<file path="src/rtl/lut_bank_pkg.sv">
// Package: shared constants and the per-cell control word layout.
// Assumes a bank of 2*2^FB_SEL_W cells with the even/odd neighbourhoods below.
package lut_bank_pkg;
    localparam int FB_SEL_W = 2;
    localparam int N_SEL    = 1 << FB_SEL_W;
    localparam int N_ELEM   = 2 * N_SEL;
    localparam int IDX_W    = $clog2(N_ELEM);
    localparam int TT_W     = 4;

    // Control word, MSB first: bits 10:9, 8:7, 6, 5, 4:1, 0.
    typedef struct packed {
        logic [FB_SEL_W-1:0] even_sel;
        logic [FB_SEL_W-1:0] odd_sel;
        logic                b_from_fb;
        logic                a_from_pin;
        logic [TT_W-1:0]     table_bits;
        logic                use_reg;
    } cell_cfg_t;

    localparam int CFG_W = $bits(cell_cfg_t);

    localparam int A_CLKEN = 8;
    localparam int A_SWDIN = 9;
    localparam int A_DOUT  = 10;
    localparam int A_IRQ   = 11;
    localparam int A_CONV  = 12;
endpackage

</file>
<file path="src/rtl/lut_cell.sv">
// Module: one logic cell. Picks inputs A and B, looks up the truth table and
// optionally registers the result. Assumes the feedback vectors are stable
// register outputs, so no combinational loop forms across cells.
module lut_cell
    import lut_bank_pkg::*;
(
    input  logic              clk,
    input  logic              rst_n,
    input  logic              clk_en,
    input  cell_cfg_t         cfg,
    input  logic              pin,
    input  logic              sw_bit,
    input  logic [N_SEL-1:0]  fb_even,
    input  logic [N_SEL-1:0]  fb_odd,
    output logic              ff_q,
    output logic              y
);
    logic a_in;
    logic b_in;
    logic f_out;

    // Select the two truth-table inputs and evaluate the function.
    always_comb begin
        a_in  = cfg.a_from_pin ? pin : fb_even[cfg.even_sel];
        b_in  = cfg.b_from_fb  ? fb_odd[cfg.odd_sel] : sw_bit;
        f_out = cfg.table_bits[{a_in, b_in}];
    end

    // Cell flip-flop, loads only while the bank clock enable is set.
    always_ff @(posedge clk) begin
        if (!rst_n)
            ff_q <= 1'b0;
        else if (clk_en)
            ff_q <= f_out;
    end

    assign y = cfg.use_reg ? ff_q : f_out;
endmodule

</file>
<file path="src/rtl/rise_strobe.sv">
// Module: watches one bit of a vector chosen by index and emits a one-cycle
// registered strobe the cycle after that bit goes from 0 to 1.
// Assumes the previous-value register tracks every bit every cycle.
module rise_strobe #(
    parameter int W     = 8,
    parameter int IDX_W = 3
) (
    input  logic             clk,
    input  logic             rst_n,
    input  logic [W-1:0]     sig,
    input  logic [IDX_W-1:0] idx,
    input  logic             en,
    output logic             strobe
);
    logic [W-1:0] prev_q;

    // Remember last cycle's values and flag a rise on the chosen bit.
    always_ff @(posedge clk) begin
        if (!rst_n) begin
            prev_q <= '0;
            strobe <= 1'b0;
        end else begin
            prev_q <= sig;
            strobe <= en && sig[idx] && !prev_q[idx];
        end
    end
endmodule

</file>
<file path="src/rtl/lut_logic_bank.sv">
// Module: bank of eight programmable two-input logic cells with a register
// port, feedback neighbourhoods, a chain link and two rising-edge strobes.
// Assumes one register access per cycle; reads are combinational.
module lut_logic_bank
    import lut_bank_pkg::*;
#(
    parameter int ADDR_W = 4,
    parameter int DATA_W = 32
) (
    input  logic              clk,
    input  logic              rst_n,
    input  logic              reg_wr,
    input  logic [ADDR_W-1:0] reg_addr,
    input  logic [DATA_W-1:0] reg_wdata,
    output logic [DATA_W-1:0] reg_rdata,
    input  logic [N_ELEM-1:0] pin_in,
    output logic [N_ELEM-1:0] pin_out,
    input  logic              link_in,
    output logic              link_out,
    output logic              irq_pulse,
    output logic              conv_pulse
);
    localparam int SRC_W = IDX_W + 1;

    cell_cfg_t           cfg_q [N_ELEM];
    logic                clk_en_q;
    logic [N_ELEM-1:0]   sw_din_q;
    logic [SRC_W-1:0]    irq_src_q;
    logic [SRC_W-1:0]    conv_src_q;
    logic [N_ELEM-1:0]   ff_q;
    logic [N_ELEM-1:0]   cell_y;
    logic [N_SEL-1:0]    fb_odd;

    // Register file writes.
    always_ff @(posedge clk) begin
        if (!rst_n) begin
            for (int i = 0; i < N_ELEM; i++) cfg_q[i] <= '0;
            clk_en_q   <= 1'b0;
            sw_din_q   <= '0;
            irq_src_q  <= '0;
            conv_src_q <= '0;
        end else if (reg_wr) begin
            if (int'(reg_addr) < N_ELEM)
                cfg_q[reg_addr[IDX_W-1:0]] <= cell_cfg_t'(reg_wdata[CFG_W-1:0]);
            else if (int'(reg_addr) == A_CLKEN)
                clk_en_q <= reg_wdata[0];
            else if (int'(reg_addr) == A_SWDIN)
                sw_din_q <= reg_wdata[N_ELEM-1:0];
            else if (int'(reg_addr) == A_IRQ)
                irq_src_q <= reg_wdata[SRC_W-1:0];
            else if (int'(reg_addr) == A_CONV)
                conv_src_q <= reg_wdata[SRC_W-1:0];
        end
    end

    // Register read multiplexer, unused bits read zero.
    always_comb begin
        reg_rdata = '0;
        if (int'(reg_addr) < N_ELEM)
            reg_rdata[CFG_W-1:0] = cfg_q[reg_addr[IDX_W-1:0]];
        else if (int'(reg_addr) == A_CLKEN)
            reg_rdata[0] = clk_en_q;
        else if (int'(reg_addr) == A_SWDIN)
            reg_rdata[N_ELEM-1:0] = sw_din_q;
        else if (int'(reg_addr) == A_DOUT)
            reg_rdata[N_ELEM-1:0] = cell_y;
        else if (int'(reg_addr) == A_IRQ)
            reg_rdata[SRC_W-1:0] = irq_src_q;
        else if (int'(reg_addr) == A_CONV)
            reg_rdata[SRC_W-1:0] = conv_src_q;
    end

    // Odd neighbourhood is the same for every cell.
    for (genvar j = 0; j < N_SEL; j++) begin : g_odd
        assign fb_odd[j] = ff_q[2*j+1];
    end

    // Cells, each with its even neighbourhood; cell 0 takes the chain link.
    for (genvar k = 0; k < N_ELEM; k++) begin : g_cell
        logic [N_SEL-1:0] fb_even;
        assign fb_even[0] = (k == 0) ? link_in : ff_q[0];
        for (genvar j = 1; j < N_SEL; j++) begin : g_even
            assign fb_even[j] = ff_q[2*j];
        end
        lut_cell u_cell (
            .clk     (clk),
            .rst_n   (rst_n),
            .clk_en  (clk_en_q),
            .cfg     (cfg_q[k]),
            .pin     (pin_in[k]),
            .sw_bit  (sw_din_q[k]),
            .fb_even (fb_even),
            .fb_odd  (fb_odd),
            .ff_q    (ff_q[k]),
            .y       (cell_y[k])
        );
    end

    rise_strobe #(.W(N_ELEM), .IDX_W(IDX_W)) u_irq (
        .clk    (clk),
        .rst_n  (rst_n),
        .sig    (cell_y),
        .idx    (irq_src_q[IDX_W-1:0]),
        .en     (irq_src_q[IDX_W]),
        .strobe (irq_pulse)
    );

    rise_strobe #(.W(N_ELEM), .IDX_W(IDX_W)) u_conv (
        .clk    (clk),
        .rst_n  (rst_n),
        .sig    (cell_y),
        .idx    (conv_src_q[IDX_W-1:0]),
        .en     (conv_src_q[IDX_W]),
        .strobe (conv_pulse)
    );

    assign pin_out  = cell_y;
    assign link_out = cell_y[N_ELEM-1];
endmodule

</file>
<file path="config.mk">
export PLATFORM = sky130hd
export DESIGN_NAME = lut_logic_bank
export DESIGN_NICKNAME = d
export VERILOG_FILES = /design/src/rtl/lut_bank_pkg.sv /design/src/rtl/lut_cell.sv /design/src/rtl/rise_strobe.sv /design/src/rtl/lut_logic_bank.sv
export SDC_FILE = /design/constraint.sdc
export NUM_CORES = 1
export LEC_CHECK = 0
export BUFFER_PORTS_ARGS = -buffer_cell sky130_fd_sc_hd__buf_4
export CORE_MARGIN = 2
export CORE_UTILIZATION = 35
export DETAILED_ROUTE_END_ITERATION = 10
export SETUP_SLACK_MARGIN = 0.1
export SLEW_MARGIN = 20
export SYNTH_ARGS = -nofsm -noshare
export SYNTH_HDL_FRONTEND = slang
export SYNTH_SLANG_ARGS = --single-unit
</file>
<file path="constraint.sdc">
create_clock -name clk -period 7.3 [get_ports clk]
set_input_delay 1.46 -clock clk [delete_from_list [all_inputs] [get_ports clk]]
set_output_delay 1.46 -clock clk [all_outputs]
set_load 0.02 [all_outputs]
</file>
Word-level counts from Yosys, hierarchy flattened
Memories as Yosys holds them, arrays and structs flattened. Index checks and enable logic that the tools add are counted.

Register bits after elaboration: 35. Bits in writable memories: 88. Bits of input ports: 48. Output and inout bits: 43. Logic and storage cells: 160. Memories kept: 1.

Magnitude comparators: 27. Eq/ne operators: 5. Multiplexer cells: 97. Bitwise operators: 4. Reductions and logical operators: 11.

Memory list: cfg_q (depth 8, width 11, rd ports 9, clocked after Yosys merged registers in 0, wr ports 8, line lut_logic_bank.sv:25) `cell_cfg_t cfg_q [N_ELEM];`.

Operators by type and width (count): < comparator 2 x 3 -> 1 bit, second input constant (24); two-way mux 1 bit (59); binary-select mux 1 bit (select 2 bit) (24); equality test 4 bit, second input constant (4); two-way mux 4 bit (4); two-way mux 8 bit (2); binary-select mux 1 bit (select 3 bit) (4); two-way mux 11 bit (1); OR reduction 11 bit (1); < comparator 3 x 4 -> 1 bit, second input constant (2); two-way mux 7 bit (1); two-way mux 3 bit (2); AND reduction 6 bit (1); AND reduction 5 bit (1); equality test 4 x 3 -> 1 bit, second input constant (1); logical AND 1 bit (4); < comparator 4 bit, second input constant (1); NOT 1 bit (4); AND reduction 4 bit (1); AND reduction 3 bit (1); logical NOT 1 bit (2).

Logic depth before layout (Yosys ltp)
An unclocked memory read counts as a cell.

Word-level depth: 11. Mapped depth: 9. Gate-level depth less buffers: 8.

Modules after synthesis
Synthesis repeated with hierarchy kept, for this count alone.

Cell total of the unflattened synthesis: 625. Area total of the unflattened synthesis: 7467.2 µm².

Modules (own cells, without submodules): lut_logic_bank (times used 1, cells an instance 397, area each 5227.5 µm², sequential area each 2982.9 µm²); lut_cell (times used 8, cells an instance 21, area each 193.9 µm², sequential area each 20.0 µm²); rise_strobe (times used 2, cells an instance 30, area each 344.1 µm², sequential area each 180.2 µm²).

Worst setup path after synthesis
No wires, ideal clock.

Path type: input to output. From: input reg_addr[0]. To: output reg_rdata[5]. Data arrival time: 3.176 ns. Required time: 5.840 ns. Path slack: 2.664 ns. Stages: 6. Path buffers: 3. Path through: buf_2 > buf_1 > clkbuf_1 > nor2b_1 > a22oi_1 > o22ai_1.

Cells in the longest elaborated chain, start to end: 5. Elaborated cells between the ends (all ways): 9. Classes of those cells: order compare (1); eq/ne (3); mux (4); memory (1).

RTL lines: from (decl) (line lut_logic_bank.sv:13) `input logic [ADDR_W-1:0] reg_addr,`; equality test 4 bit (line lut_logic_bank.sv:65) `else if (int'(reg_addr) == A_DOUT)`; two-way mux 4 bit (line lut_logic_bank.sv:65); two-way mux 8 bit (line lut_logic_bank.sv:63) `else if (int'(reg_addr) == A_SWDIN)`; two-way mux 7 bit (line lut_logic_bank.sv:61) `else if (int'(reg_addr) == A_CLKEN)`; two-way mux 8 bit (*) (line lut_logic_bank.sv:59) `if (int'(reg_addr) < N_ELEM)`; to (decl) (line lut_logic_bank.sv:15) `output logic [DATA_W-1:0] reg_rdata,`.

Mark *: on every way between the ends. The rest lies on a longest branch, timed or not.

Worst setup path in the final report
From: input link_in. To: output reg_rdata[0].

Cells in the longest elaborated chain, start to end: 10.

RTL lines: from (decl) (line lut_logic_bank.sv:18) `input logic link_in,`; binary-select mux 1 bit (select 2 bit) (line lut_cell.sv:24) `a_in = cfg.a_from_pin ? pin : fb_even[cfg.even_sel];`; two-way mux 1 bit (not written as such) (line lut_cell.sv:24); two-way mux 1 bit (line lut_cell.sv:24); binary-select mux 1 bit (select 2 bit) (line lut_cell.sv:26) `f_out = cfg.table_bits[{a_in, b_in}];`; two-way mux 1 bit (not written as such) (line lut_cell.sv:26); two-way mux 1 bit (line lut_cell.sv:37) `assign y = cfg.use_reg ? ff_q : f_out;`; two-way mux 4 bit (line lut_logic_bank.sv:65); two-way mux 8 bit (line lut_logic_bank.sv:63); two-way mux 1 bit (line lut_logic_bank.sv:61); two-way mux 8 bit (line lut_logic_bank.sv:59).

No other way between the ends. The select of a mux whose other input is x is not followed.

==> qor.yml <==
grt_pass1_vias: 5078
vias: 5035
drtAntennaViolNets: 0
setup_tns_ns: 0
hold_violations: 0
netlist_area_mm2: 0.007173
cp_max_fo: 4
post-route-min-period_ns: 5.246
core_area_mm2: 0.02017
die_y_um: 147.2
critPathCaptureType: "output pin"
grt.total_usage: 0.1937
drv_cap: 0
htree_levels: 4
wl_met3_um: 1430
cts_buffers: 17
arrival_ns: 3.79
syn_inst: 634
slew_headroom: 0.3659
routed.top_layer: "met4"
pin_count: 91
worst_pin_slew_ns: 0.9476
seq_area_frac_synth: 0.4661
synth_top_cell_by_area: "edfxtp_1"
synthTopCellsByArea: "edfxtp_1 37%, mux2i_1 11%, dfxtp_1 9.8%"
synth_most_common_cell: "and2_1"
io_buffers: 48
n_fill_cell: 1974
antennaDiodeCount: 0
clkTransAtPathRegs_ns: 0.06
cts_root_buf: "clkbuf_16"
start_util: 0.3556
grt_pass1_wl_um: 30910
die_w_um: 147.2
synth_cell_types: 56
cts_sinks: 123
ys_top_cells_by_count: "98 x and2_1, 88 x edfxtp_1, 79 x mux2i_1, 37 x nand2_1, 35 x dfxtp_1"
rsz0062_at_grt: "no"
drtIter0Drc: 472
dominantRegCellSynth: "edfxtp_1"
fin_nets: 705
yosys.area.top_type_share: 0.3684
wl_um: 20160
path_class: "in -> out"
synth-seq-cells: 123
async_flop_share: 0
avgViaCountPerCell: 5.362
hpwlAfterDp_um: 14420
cts_resized: 0
row_count: 52
antenna_found_initial: 0
area_delta_synth_final_pct: 13.76
postCtsHoldBufs: 0
first_pass_iters: 6
grt_max_degree: 45
fin_crit_sh: 0.7187
min_path_type: "reg -> reg"
drive_gt1_frac: 0.1854
wl_met1_um: 9005
insertion_delay_ns: 0.43
ir_drop_mv: 0.1600
outcome: "complete, no violations"
power_leakage_uw: 0.003025
pwr_density_cell_mw_per_mm2: 222.5
wire_per_inst_um: 21.46
cts_setup_buffers: 0
worstPathRequired_ns: 5.84
fin_skew_ns: 0.008860
dp.cells: 908
ys_warn_count: 0
gp_congestion: 0.8779
clock_path_buffers: 2
synth_area_per_cell_um2: 11.31
final_cells: 939
start_kind: "input port"
finalSetupViolations: 0
grt_overflow_total: 0
tritoncts: "yes"
fmax_mhz: 190.6
maxSlewViolCount: 0
drc: 0
die_area_mm2: 0.02166
met2_length_um: 9363
synth_enable_flop_cells: 88
[per-stage QoR]
stage	setup slack [ns]	hold slack [ns]	util	total power, uW	area, um^2
5_1_grt	2.033	0.5738	0.4046	1876	8160
3_3_place_gp	2.087	0.5316	0.3772	1029	7609
4_1_cts	2.120	0.5492	0.4046	1829	8160
3_5_place_dp	2.148	0.5370	0.3772	1034	7609
6_report	2.054	0.5464	0.4046	1815	8160
2_1_floorplan	2.664	0.4966	-	960.7	7248
[cell families (layout without fill, tap and decap cells)]
family | count (synthesis) | after routing | share of synthesized area
mux | 113 | 113 | 0.2086
other cells | 1 | 21 | 0.0005228
simple gates | 237 | 237 | 0.1870
compound gates | 73 | 73 | 0.07448
flops | 123 | 123 | 0.4661
buf+inv | 87 | 102 | 0.06332
[worst paths after layout]
path	start	endpoint	slack [ns]	depth (start not counted)
worst max-delay path	link_in	reg_rdata[0]	2.05	8
worst min-delay path	conv_src_q[3]	conv_src_q[3]	0.55	2
worst max register to register	g_cell[6].u_cell.ff_q	u_irq.strobe	4.42	7
worst min register to register	conv_src_q[3]	conv_src_q[3]	0.55	2
[per-layer routing]
layer,global-route usage,vias up
met1,0.2693,2501
met5,0,-
met4,0.05865,0
li1,-,2291
met2,0.3075,216
met3,0.03789,27
[flip-flops by register name, summed over array words and instances, names as in the netlist]
name	flops
u_conv.strobe	1
g_cell.u_cell.ff_q	8
u_irq.strobe	1
clk_en_q	1
irq_src_q	4
cfg_q	88
conv_src_q	4
sw_din_q	8
u_conv.prev_q	8
[power by group]
part	total [uW]	switching, uW	internal, uW
sequential	811	29.2	782
clock	794	329	466
combinational	210	124	85.8
total	1820	482	1330
[layout by cell type, fill, tap and decap left out, types with 3 or more instances in the layout]
master	n
and2_1	98
edfxtp_1	88
mux2i_1	79
buf_4	56
nand2_1	37
dfxtp_1	35
nor2b_1	34
mux4_2	27
nor2_1	22
conb_1	21
nand2b_1	19
clkbuf_16	17
inv_1	14
o21ai_0	13
o22ai_1	9
a21oi_1	8
o221ai_1	7
a22oi_1	6
nor3b_1	5
clkinv_4	5
nand3b_1	4
nand3_1	4
and3_1	4
clkinvlp_4	4
mux2_2	3
a21o_1	3
nor3_1	3
[layout make-up]
cell class,count,area [um^2],share of cell area
repair buffers,56,420.4,0.05152
clock inverters,14,126.4,0.01549
well taps,270,337.8,0.04140
flip-flops and latches,123,3343,0.4097
clock buffers,17,425.4,0.05213
multi-input cells,444,3451,0.4229
inverters,15,56.30,0.006900
[critical path, stage by stage]
cell and delay, ns:
buf_4 0.10, mux2_1 0.29, a222oi_1 0.68, mux2i_1 0.26, o221ai_2 0.41, nand3_1 0.12, a31oi_1 0.27, buf_4 0.19
(Power assumes the default switching activity.)
